File: config.mk
export PLATFORM = sky130hd
export DESIGN_NAME = acr_param_unit
export DESIGN_NICKNAME = d
export VERILOG_FILES = /design/src/rtl/acr_param_unit.sv
export SDC_FILE = /design/constraint.sdc
export NUM_CORES = 1
export LEC_CHECK = 0
export BUFFER_PORTS_ARGS = -buffer_cell sky130_fd_sc_hd__buf_2
export CAP_MARGIN = 20
export CORE_UTILIZATION = 40
export DETAILED_ROUTE_END_ITERATION = 16
export HOLD_SLACK_MARGIN = 0.02
export SLEW_MARGIN = 0
export SYNTH_ARGS = -nofsm -noshare
export SYNTH_HDL_FRONTEND = slang
export SYNTH_SLANG_ARGS = --single-unit
File: constraint.sdc
create_clock -name clk -period 4.25 [get_ports clk]
set_input_delay 0.6375 -clock clk [delete_from_list [all_inputs] [get_ports clk]]
set_output_delay 0.6375 -clock clk [all_outputs]
set_load 0.005 [all_outputs]
File: src/rtl/acr_param_unit.sv
module acr_param_unit #(
  parameter int AW = 3
) (
  input  logic          clk,
  input  logic          rst_n,
  input  logic [31:0]   pix_hz,
  input  logic          start,
  input  logic          wr_en,
  input  logic [AW-1:0] wr_addr,
  input  logic [7:0]    wr_data,
  output logic [19:0]   n_out,
  output logic [19:0]   cts_out,
  output logic          cts_manual,
  output logic [1:0]    n_shift,
  output logic          valid,
  output logic          unsupported,
  output logic          done
);
  localparam int NUM_ENT = 16;
  localparam int IW = $clog2(NUM_ENT);
  localparam int VW = 20;
  localparam int EW = 32 + 2 * VW;

  function automatic logic [EW-1:0] entry(input logic [IW-1:0] i);
    case (i)
      4'd0:    entry = {32'd25175000,  20'd6144,  20'd25175};
      4'd1:    entry = {32'd25200000,  20'd6144,  20'd25200};
      4'd2:    entry = {32'd27000000,  20'd6144,  20'd27000};
      4'd3:    entry = {32'd27027000,  20'd6144,  20'd27027};
      4'd4:    entry = {32'd40000000,  20'd6144,  20'd40000};
      4'd5:    entry = {32'd54000000,  20'd6144,  20'd54000};
      4'd6:    entry = {32'd54054000,  20'd6144,  20'd54054};
      4'd7:    entry = {32'd65000000,  20'd6144,  20'd65000};
      4'd8:    entry = {32'd74176000,  20'd11648, 20'd140625};
      4'd9:    entry = {32'd74250000,  20'd6144,  20'd74250};
      4'd10:   entry = {32'd83500000,  20'd6144,  20'd83500};
      4'd11:   entry = {32'd106500000, 20'd6144,  20'd106500};
      4'd12:   entry = {32'd108000000, 20'd6144,  20'd108000};
      4'd13:   entry = {32'd148352000, 20'd5824,  20'd140625};
      4'd14:   entry = {32'd148500000, 20'd6144,  20'd148500};
      default: entry = {32'd297000000, 20'd5120,  20'd247500};
    endcase
  endfunction

  logic [31:0]   req;
  logic [IW-1:0] idx;
  logic          busy;
  logic [EW-1:0] ent;
  logic          hit, last;

  logic [7:0] sh_n_mid, sh_cts_lo, sh_cts_mid;
  logic [3:0] sh_n_top, sh_cts_top;
  logic       atomic, sh_man;
  logic [1:0] sh_shift;
  logic       commit;

  assign ent    = entry(idx);
  assign hit    = busy && (req <= ent[EW-1 -: 32]);
  assign last   = (idx == IW'(NUM_ENT - 1));
  assign commit = wr_en && (wr_addr == AW'(0)) && atomic;

  always_ff @(posedge clk) begin
    if (!rst_n) begin
      sh_n_mid <= '0; sh_n_top <= '0; atomic <= 1'b0;
      sh_cts_lo <= '0; sh_cts_mid <= '0; sh_cts_top <= '0;
      sh_man <= 1'b0; sh_shift <= '0;
    end else if (wr_en) begin
      case (wr_addr)
        AW'(1): sh_n_mid <= wr_data;
        AW'(2): begin sh_n_top <= wr_data[3:0]; atomic <= wr_data[7]; end
        AW'(3): sh_cts_lo <= wr_data;
        AW'(4): sh_cts_mid <= wr_data;
        AW'(5): begin
          sh_cts_top <= wr_data[3:0];
          sh_man     <= wr_data[4];
          sh_shift   <= wr_data[6:5];
        end
        default: ;
      endcase
    end
  end

  always_ff @(posedge clk) begin
    if (!rst_n) begin
      req <= '0; idx <= '0; busy <= 1'b0;
      valid <= 1'b0; unsupported <= 1'b0; done <= 1'b0;
      n_out <= '0; cts_out <= '0; cts_manual <= 1'b0; n_shift <= '0;
    end else begin
      if (commit) begin
        n_out      <= {sh_n_top, sh_n_mid, wr_data};
        cts_out    <= {sh_cts_top, sh_cts_mid, sh_cts_lo};
        cts_manual <= sh_man;
        n_shift    <= sh_shift;
      end
      if (start) begin
        req <= pix_hz; idx <= '0; busy <= 1'b1;
        valid <= 1'b0; unsupported <= 1'b0; done <= 1'b0;
      end else if (hit) begin
        busy <= 1'b0; done <= 1'b1; valid <= 1'b1;
        n_out   <= ent[2*VW-1 -: VW];
        cts_out <= ent[VW-1:0];
      end else if (busy && last) begin
        busy <= 1'b0; done <= 1'b1; unsupported <= 1'b1;
      end else if (busy) begin
        idx <= idx + 1'b1;
      end
    end
  end
endmodule


**Yosys cells after proc, flatten, opt, wreduce, memory -nomap -nowiden**

Memory sizes are Yosys's and may differ from the RTL's. A register that Yosys moved wholly into a read port is not among the register bits.
Cells that the tools add are included.

- Shifts and indexed selects: 0
- Bitwise logic cells: 3
- Equality and inequality tests: 6
- $add $sub $neg: 1
- $lt $le $gt $ge: 1
- Reduce and logical (&&, ||, !) cells: 15
- $mul: 0
- Divide/modulo/power cells: 0
- Muxes and demuxes: 13

Operators by type and width:

| kind | number |
|---|---|
| two-way mux 20 bit | 6 |
| less-or-equal comparator 32 bit | 1 |
| AND reduction 2 bit | 6 |
| two-way mux 4 bit | 2 |
| equality test 3 x 2 -> 1 bit (second input constant) | 2 |
| equality test 3 bit (second input constant) | 2 |
| two-way mux 1 bit | 5 |
| adder 4 x 1 -> 4 bit (second input constant) | 1 |
| equality test 4 bit (second input constant) | 1 |
| logical AND 1 bit | 4 |
| equality test 3 x 1 -> 1 bit (second input constant) | 1 |
| logical NOT 3 bit | 1 |
| NOT 1 bit | 3 |
| AND reduction 3 bit | 1 |
| nonzero test 3 bit | 1 |
| nonzero test 2 bit | 1 |
| OR reduction 2 bit | 1 |

- ROM bits: 832
- Latch bits: 0
- RAM bits: 0
- Register bits: 119
- Memories: 1
- Word-level logic and storage cells: 58

Memories:

| name | words | bits a word | read ports | clocked after memory_dff | write ports | RTL line | source |
|---|---|---|---|---|---|---|---|
| (name not given) | 16 | 52 | 1 | 1 | 0 | 25 | `case (i)` |

**Depth between registers and ports, before layout**

Gate-level depths: netlist of the first run.

- Depth after elaboration: 6
- Gate-level depth with buffers: 15
- Mapped depth without buffers: 14

**Least setup slack after synthesis of the first run**

No wires, ideal clock.

- Path type: flip-flop to flip-flop
- Start: register, netlist name ent[49]
- End: register, netlist name ent[52]
- Path buffers: 1
- Period minus slack after synthesis: 3289 ps
- Required time: 4127 ps
- Library setup time: 123 ps
- Arrival: 3166 ps
- Slack: 961 ps
- Cell stages (with the launch flop): 15
- Path through: dfxtp_1 > inv_1 > ha_1 > a21o_1 > a221o_1 > a221o_1 > o211a_2 > nor2_8 > mux2i_1 > nand2b_4 > ha_1 > clkbuf_1 > nor2_1 > a22o_1 > o22ai_1

- Longest elaborated chain between the ends: 6

Ends and longest elaborated chain:

| what | RTL line | source |
|---|---|---|
| less-or-equal comparator 32 bit | 58 | `assign hit = busy && (req <= ent[EW-1 -: 32]);` |
| logical AND 1 bit | 58 |  |
| NOT 1 bit (no line) | n/a |  |
| AND reduction 3 bit (no line) | n/a |  |
| two-way mux 4 bit (no line) (2 in a row) | n/a |  |

No other way between the ends.
A chain may end at the register's enable or synchronous reset.

**Worst setup path in the final report of the first run**

- Start: register, netlist name ent[59]
- End: register, netlist name ent[56]

- Longest elaborated chain between the ends: 6

Ends and longest elaborated chain:

| what | RTL line |
|---|---|
| less-or-equal comparator 32 bit | 58 |
| logical AND 1 bit | 58 |
| NOT 1 bit (no line) | n/a |
| AND reduction 3 bit (no line) | n/a |
| two-way mux 4 bit (no line) (2 in a row) | n/a |

No other way between the ends.

==> results.json, run 1 <==
{
  "drt_first_pass_iters": 6,
  "synth-edff-count": 0,
  "grt_max_degree": 80,
  "hold_violations": 0,
  "dieHeight_um": 141,
  "synth.distinct_cells": 73,
  "grt.busiest_layer": "met2",
  "first_global_vias": 5561,
  "cp-start-kind": "flip-flop",
  "via_count": 6011,
  "mostFrequentLayoutCells": "168 x dfxtp_1, 146 x nand2_1, 92 x buf_2",
  "cp_slowest_stage_delay_ns": 0.60,
  "finalCritPeriodShare_pct": 87.5,
  "route.detailed.drc": 0,
  "dp.cells": 1131,
  "cp.arrival_ns": 4.01,
  "mostFrequentLayoutCell": "dfxtp_1",
  "crit_cells": 13,
  "clkSinkCount": 168,
  "path_max_fanout": 9,
  "rrSetupSlack_ns": 0.53,
  "syn_area_per_cell_um2": 9.09,
  "path_clk_slew_ns": 0.07,
  "setup_violations": 0,
  "fin_ws_ns": 0.532,
  "cts_tree": "done",
  "wl_per_cell_um": 16.3,
  "dp_hpwl_um": 13200,
  "cp.required_ns": 4.54,
  "min_to": "n_out[3]",
  "totalPowerFinal_w": 0.00355,
  "peakVddDrop_mv": 0.239,
  "grtUsageTotal_pct": 19.7,
  "ys_ff_latch": 168,
  "synthArstFlopShare_pct": 0,
  "yosysWarnings": 0,
  "postCtsResizedCells": 0,
  "antenna_found_initial": 0,
  "initial_utilization_pct": 40.9,
  "rows": 50,
  "hold_class": "flip-flop to flip-flop",
  "status": "finished clean",
  "finalWirelength_um": 18900,
  "drt_iter0_drc": 396,
  "cpMaxStageDelayCell": "nor4_1",
  "hp-start": "n_out[3]",
  "hold_buffers": 0,
  "synthCells": 844,
  "drive_gt1_share_pct": 17.3,
  "port_buffers": 92,
  "tightest_slew_ns": 0.871,
  "max_clock_freq_mhz": 269,
  "viasPerCell": 5.17,
  "fin_skew_ns": 0.0124,
  "powerDensity_nw_per_um2": 398,
  "hold_depth": 2,
  "place.gp.congestion": 0.874,
  "end_kind": "flip-flop",
  "reg2reg_depth": 13,
  "cts_buffers": 17,
  "rsz0062_at_grt": "false",
  "crit_top_cell": "ha_1",
  "post-place-ws_ns": 0.668,
  "crit_chain": "inv_1, ha_1, nand4_1, nor4_1, and4_1, a211oi_4, nor2_8, mux2i_1, nand2b_4, ha_1, nor2_1, o2bb2ai_1, a22oi_1",
  "nNetsFinal": 998,
  "die_w_um": 141,
  "period_needed_ns": 3.72,
  "grt_use_met1_pct": 27.4,
  "r2r_end": "ent[56]",
  "r2r_start": "ent[59]",
  "power.leakage_nw": 4.03,
  "ant_nets": 0,
  "cts_setup_buffers": 0,
  "synth_seq_area_share_pct": 43.8,
  "die_area_um2": 19700,
  "htree_levels": 4,
  "critPathBufInv": 1,
  "area_delta_synth_final_pct": 16.2,
  "use_met2_pct": 30.1,
  "max-slew-margin-rel_pct": 41.7,
  "num_antenna_cells": 0,
  "path_class": "flip-flop to flip-flop",
  "use_met3_pct": 4.48,
  "cts_buffer_depth": 2,
  "fin_cells": 1163,
  "insertion_delay_ns": 0.43,
  "clockRootBuffer": "clkbuf_16",
  "final_max_slew_viol_count": 0,
  "grt_first_pass_wirelength_um": 30200,
  "cp_top_family": "simple AND/OR/NAND/NOR gates",
  "fin_setup_tns_ns": 0,
  "grt_overflow": 0,
  "core_area_um2": 18800,
  "synth_nets": 926,
  "cap_violations": 0,
  "ys.flop_type": "dfxtp_1",
  "synth_area_um2": 7680,
  "pin_count": 93
}
[cells by family (layout without fill, tap and decap cells)]
family,count (synthesis),after routing,share of synthesized area [%]
AND/OR/NAND/NOR,313,313,20.4
AO/OA/AOI/OAI,174,174,16.6
flip-flops,168,168,43.8
buffers and inverters,91,176,5.12
multiplexers,59,59,7.69
adder cells (fa/ha/maj),35,35,5.70
XOR/XNOR,4,4,0.701
[worst max-delay path by stage]
stage	to	startpoint
floorplan	ent[52]	ent[49]
finish	ent[56]	ent[59]
global route	ent[3]	ent[57]
CTS	ent[56]	ent[57]
global placement	ent[68]	ent[49]
detailed placement	ent[56]	ent[59]
[worst register-to-register path, delay by kind of cell (launching register included)]
kind	cells	cell delay [ns]
muxes	1	0.31
DFF	1	0.31
buffers and inverters	1	0.03
AOI/OAI and AO/OA	3	0.36
adders and majority gates	2	0.64
and+or+nand+nor	6	1.92
[synthesized netlist by cell type (3+ instances only)]
library cell / n / area, µm²
a211o_1: 3 / 26.3
a21boi_0: 20 / 150
a21o_1: 3 / 22.5
a21oi_1: 38 / 190
a22oi_1: 8 / 60.1
a31oi_1: 10 / 62.6
and2_1: 6 / 37.5
and3_1: 9 / 56.3
and4_1: 3 / 26.3
buf_2: 7 / 35.0
buf_6: 3 / 33.8
clkbuf_1: 36 / 135
dfxtp_1: 168 / 3360
ha_1: 35 / 438
inv_1: 36 / 135
inv_2: 4 / 15.0
mux2i_1: 59 / 591
nand2_1: 146 / 548
nand3_1: 32 / 160
nand4_1: 4 / 25.0
nor2_1: 26 / 97.6
nor2b_1: 56 / 350
nor3_1: 6 / 30.0
o2111ai_1: 3 / 26.3
o211a_1: 23 / 230
o211ai_1: 4 / 30.0
o21ai_0: 14 / 70.1
o21ai_1: 14 / 70.1
o22ai_1: 3 / 18.8
o2bb2ai_1: 5 / 43.8
or3_1: 3 / 18.8
xnor2_1: 3 / 26.3
[registers in the layout, summed over array words and instances (netlist names)]
name	cells
sh_cts_lo	8
sh_man	1
atomic	1
done	1
req	32
busy	1
sh_n_mid	8
sh_cts_mid	8
sh_cts_top	4
n_out	20
idx	4
ent	49
unsupported	1
n_shift	2
cts_out	20
sh_shift	2
sh_n_top	4
valid	1
cts_manual	1
[per-layer routing]
| metal | wire length (µm) | vias up |
|---|---|---|
| li1 | - | 3069 |
| met1 | 9340 | 2758 |
| met2 | 8350 | 159 |
| met3 | 913 | 25 |
| met4 | 311 | 0 |
| met5 | 0 | - |
[through the flow]
| stage | util, % | hold slack (ns) | instance area, µm² |
|---|---|---|---|
| finish | 47.5 | 0.450 | 8920 |
| global route | 47.5 | 0.468 | 8920 |
| CTS | 47.5 | 0.449 | 8920 |
| detailed placement | 44.2 | 0.438 | 8300 |
| global placement | 44.2 | 0.438 | 8300 |
| floorplan | - | 0.431 | 7680 |
[report_power, final]
part	internal (W)	switching, W
clock network	0.000938	0.000679
registers	0.00162	0.0000295
logic	0.000125	0.000158
[area by class of cell]
type	instances	area, µm²
multi-input combinational	585	3920
inverter	42	173
clock inverter	15	195
clock buffer	17	425
tap	234	293
timing repair buffer	102	548
sequential	168	3360
fill	1841	9850
(Power assumes the default switching activity.)
==> inputs of run 2 (changes only) <==
--- a/config.mk
+++ b/config.mk
@@ -10,6 +10,7 @@
 export CORE_UTILIZATION = 40
 export DETAILED_ROUTE_END_ITERATION = 16
 export HOLD_SLACK_MARGIN = 0.02
+export MAX_ROUTING_LAYER = met4
 export SLEW_MARGIN = 0
 export SYNTH_ARGS = -nofsm -noshare
 export SYNTH_HDL_FRONTEND = slang
==> results.json, run 2 (synthesis results as in run 1) <==
{
  "status": "finished clean",
  "postCtsResizedCells": 0,
  "first_global_vias": 5763,
  "via_count": 6120,
  "fill_cells": 1818,
  "cts_tree": "done",
  "hold_depth": 2,
  "powerDensity_nw_per_um2": 396,
  "end_kind": "flip-flop",
  "tightest_slew_ns": 0.867,
  "min_to": "valid",
  "largest_reg_flops": 49,
  "drt_iter0_drc": 396,
  "cp.arrival_ns": 4.13,
  "drt_first_pass_iters": 5,
  "place.gp.congestion": 0.926,
  "insertion_delay_ns": 0.43,
  "max_clock_freq_mhz": 264,
  "area_delta_synth_final_pct": 16.2,
  "port_buffers": 92,
  "reg2reg_depth": 14,
  "r2r_start": "ent[59]",
  "dp_hpwl_um": 13500,
  "cap_violations": 0,
  "hold_class": "flip-flop to flip-flop",
  "clockRootBuffer": "clkbuf_16",
  "mostFrequentLayoutCells": "168 x dfxtp_1, 146 x nand2_1, 92 x buf_2",
  "hp-start": "valid",
  "die_w_um": 141,
  "cp.required_ns": 4.59,
  "rows": 50,
  "path_clk_slew_ns": 0.07,
  "ant_nets": 0,
  "cp-start-kind": "flip-flop",
  "cts_buffer_depth": 2,
  "num_antenna_cells": 0,
  "peakVddDrop_mv": 0.227,
  "dp.cells": 1132,
  "fin_setup_tns_ns": 0,
  "totalPowerFinal_w": 0.00353,
  "drive_gt1_share_pct": 17.4,
  "antenna_found_initial": 0,
  "fin_cells": 1164,
  "wl_per_cell_um": 16.6,
  "grt_overflow": 0,
  "route.detailed.drc": 0,
  "rsz0062_at_grt": "false",
  "hold_buffers": 0,
  "cts_setup_buffers": 0,
  "pin_count": 93,
  "rrSetupSlack_ns": 0.46,
  "finalCritPeriodShare_pct": 89.1,
  "finalWirelength_um": 19300,
  "path_max_fanout": 7,
  "clkSinkCount": 168,
  "hold_violations": 0,
  "path_class": "flip-flop to flip-flop",
  "max-slew-margin-rel_pct": 42.2,
  "core_area_um2": 18800,
  "power.leakage_nw": 4.03,
  "initial_utilization_pct": 40.9,
  "period_needed_ns": 3.79,
  "htree_levels": 4,
  "setup_violations": 0,
  "dieHeight_um": 141,
  "r2r_end": "ent[50]",
  "grt_first_pass_wirelength_um": 30800,
  "die_area_um2": 19700,
  "nNetsFinal": 999,
  "grtUsageTotal_pct": 20.8,
  "mostFrequentLayoutCell": "dfxtp_1",
  "fin_skew_ns": 0.0129,
  "grt_max_degree": 80,
  "viasPerCell": 5.26,
  "final_max_slew_viol_count": 0,
  "cts_buffers": 17
}
run 2: routing by layer:
| metal | GRT usage [%] | up-vias | part of all wire (%) |
|---|---|---|---|
| met5 | - | - | 0 |
| met4 | 7.89 | 0 | 2.0 |
| met3 | 3.66 | 35 | 4.0 |
| met2 | 31.7 | 146 | 45 |
| met1 | 27.5 | 2864 | 49 |
| li1 | - | 3075 | - |
run 2: worst max-delay path by stage:
stage	from	end	slack, ns	cells after the start
finish	ent[59]	ent[50]	0.46	14
global route	ent[59]	ent[50]	0.29	14
CTS	ent[59]	ent[50]	0.62	14
detailed placement	ent[59]	ent[56]	0.66	13
global placement	ent[49]	ent[9]	0.74	14
floorplan	ent[49]	ent[52]	0.96	14
run 2: power breakdown:
group          internal [W]  switching, W
sequential          0.00162     0.0000293
combinational      0.000126      0.000160
clock              0.000891      0.000704
run 2: worst max-delay path, stage by stage (launching register included):
cell and delay [ns]:
dfxtp_1 0.31, inv_1 0.04, ha_1 0.31, nand4_1 0.11
nor4_1 0.62, and4_1 0.52, a211oi_4 0.12, nor2_8 0.20
mux2i_1 0.31, nand2b_4 0.24, inv_2 0.08, ha_1 0.28
o211ai_1 0.23, o2111ai_1 0.15, o221ai_1 0.20
run 2: stage by stage:
step	utilization (%)	instance area (µm²)	setup WS, ns	hold slack (ns)
after floorplan	-	7680	0.961	0.431
after global placement	44.3	8310	0.742	0.438
after detailed placement	44.3	8310	0.659	0.438
after CTS	47.5	8920	0.622	0.448
after global routing	47.5	8920	0.286	0.473
final	47.5	8920	0.463	0.452
run 2: final cells by class:
class                   instances  area [µm²]  share of cell area, %
well taps                     234         293                   3.28
clock buffers                  17         425                   4.77
clock inverters                15         183                   2.05
repair buffers                103         556                   6.23
flip-flops and latches        168        3360                   37.7
multi-input cells             585        3920                   44.0
inverters                      42         173                   1.94
==> inputs of run 3 (changes only) <==
--- a/config.mk
+++ b/config.mk
@@ -11,6 +11,7 @@
 export DETAILED_ROUTE_END_ITERATION = 16
 export HOLD_SLACK_MARGIN = 0.02
 export MAX_ROUTING_LAYER = met4
+export REMOVE_ABC_BUFFERS = 1
 export SLEW_MARGIN = 0
 export SYNTH_ARGS = -nofsm -noshare
 export SYNTH_HDL_FRONTEND = slang
==> results.json, run 3 (synthesis results as in run 1) <==
{
  "ff_latch_area_um2": 3360,
  "max_clock_freq_mhz": 271,
  "period_needed_ns": 3.69,
  "mostFrequentLayoutCells": "168 x dfxtp_1, 146 x nand2_1, 92 x buf_2",
  "num_antenna_cells": 0,
  "placedInstanceArea_um2": 8320,
  "hold_violations": 0,
  "initial_utilization_pct": 40.9,
  "hold_slack_ns": 0.448,
  "path_class": "flip-flop to flip-flop",
  "rows": 50,
  "cts_setup_buffers": 0,
  "peakVddDrop_mv": 0.236,
  "viasPerCell": 5.25,
  "cap_violations": 0,
  "htree_levels": 4,
  "status": "finished clean",
  "power.leakage_nw": 4.05,
  "drt_iter0_drc": 392,
  "postCtsResizedCells": 0,
  "setup_violations": 0,
  "antenna_found_initial": 0,
  "insertion_delay_ns": 0.42,
  "grt_first_pass_wirelength_um": 30900,
  "rrSetupSlack_ns": 0.56,
  "cp.required_ns": 4.56,
  "drive_gt1_share_pct": 17.6,
  "grt_max_degree": 56,
  "hold_buffers": 0,
  "clockRootBuffer": "clkbuf_16",
  "grt_overflow": 0,
  "route.detailed.drc": 0,
  "dieHeight_um": 141,
  "fill_cells": 1845,
  "cp-start-kind": "flip-flop",
  "largest_reg_flops": 49,
  "grtUsageTotal_pct": 20.8,
  "fin_cells": 1166,
  "dp_hpwl_um": 13800,
  "port_buffers": 92,
  "place.gp.congestion": 0.885,
  "finalCritPeriodShare_pct": 86.7,
  "multi_input_area_um2": 3920,
  "hold_class": "flip-flop to flip-flop",
  "die_w_um": 141,
  "core_area_um2": 18800,
  "end_kind": "flip-flop",
  "finalInstanceArea_um2": 8950,
  "cts_tree": "done",
  "pin_count": 93,
  "rsz0062_at_grt": "false",
  "cts_buffer_depth": 2,
  "finalWirelength_um": 19400,
  "path_max_fanout": 9,
  "wl_per_cell_um": 16.6,
  "drt_first_pass_iters": 4,
  "nNetsFinal": 1001,
  "fin_skew_ns": 0.0141,
  "clkSinkCount": 168,
  "cp.arrival_ns": 3.99,
  "final_max_slew_viol_count": 0,
  "mostFrequentLayoutCell": "dfxtp_1",
  "die_area_um2": 19700,
  "tightest_slew_ns": 0.991,
  "path_clk_slew_ns": 0.07,
  "first_global_vias": 5647,
  "area_delta_synth_final_pct": 16.6,
  "dp.cells": 1134,
  "max-slew-margin-rel_pct": 33.7,
  "cts_buffers": 17,
  "via_count": 6117,
  "powerDensity_nw_per_um2": 399,
  "ant_nets": 0
}
==> run 3: where the power goes <==
group	internal (W)	switching (W)	total [W]	leakage, nW
Clock	0.000958	0.000676	0.00163	0.303
Sequential	0.00162	0.0000274	0.00165	1.36
Combinational	0.000126	0.000161	0.000287	2.38
==> run 3: area by class of cell <==
| class | instances | area share, % |
|---|---|---|
| Multi-Input combinational cell | 585 | 43.8 |
| Sequential cell | 168 | 37.6 |
| Timing Repair Buffer | 105 | 6.37 |
| Clock buffer | 18 | 4.91 |
| Tap cell | 234 | 3.27 |
| Clock inverter | 14 | 2.10 |
| Inverter | 42 | 1.93 |
==> run 3: path summary, 6_finish.rpt <==
path,start,end,cells past startpoint
setup / recovery,ent[59],ent[52],13
setup reg to reg,ent[59],ent[52],13
hold reg to reg,valid,valid,2
hold / removal,valid,valid,2
==> run 3: metrics by stage <==
stage | util [%] | power [W] | TNS, ns | worst slack, ns
finish | 47.7 | 0.00357 | 0 | 0.563
global placement | 44.3 | 0.00197 | 0 | 0.677
CTS | 47.7 | 0.00360 | 0 | 0.605
detailed placement | 44.3 | 0.00197 | 0 | 0.636
global route | 47.7 | 0.00371 | 0 | 0.358
floorplan | - | 0.00185 | -0.374 | -0.0267
==> run 3: critical path: stages (launching register included) <==
cell	delay [ns]
dfxtp_1	0.31
inv_1	0.04
ha_1	0.30
nand4_1	0.12
nor4_1	0.50
and4_1	0.52
a211oi_4	0.12
nor2_8	0.19
mux2i_1	0.32
nand2b_4	0.24
ha_1	0.39
nor2_1	0.27
a22o_1	0.17
o22ai_1	0.07
==> run 3: layer usage <==
layer,global-route usage (%),vias up,part of all wire [%]
met5,-,-,0
met3,3.35,17,4.3
met2,31.9,146,46
met1,28.1,2870,48
met4,6.24,0,1.1
li1,-,3084,-
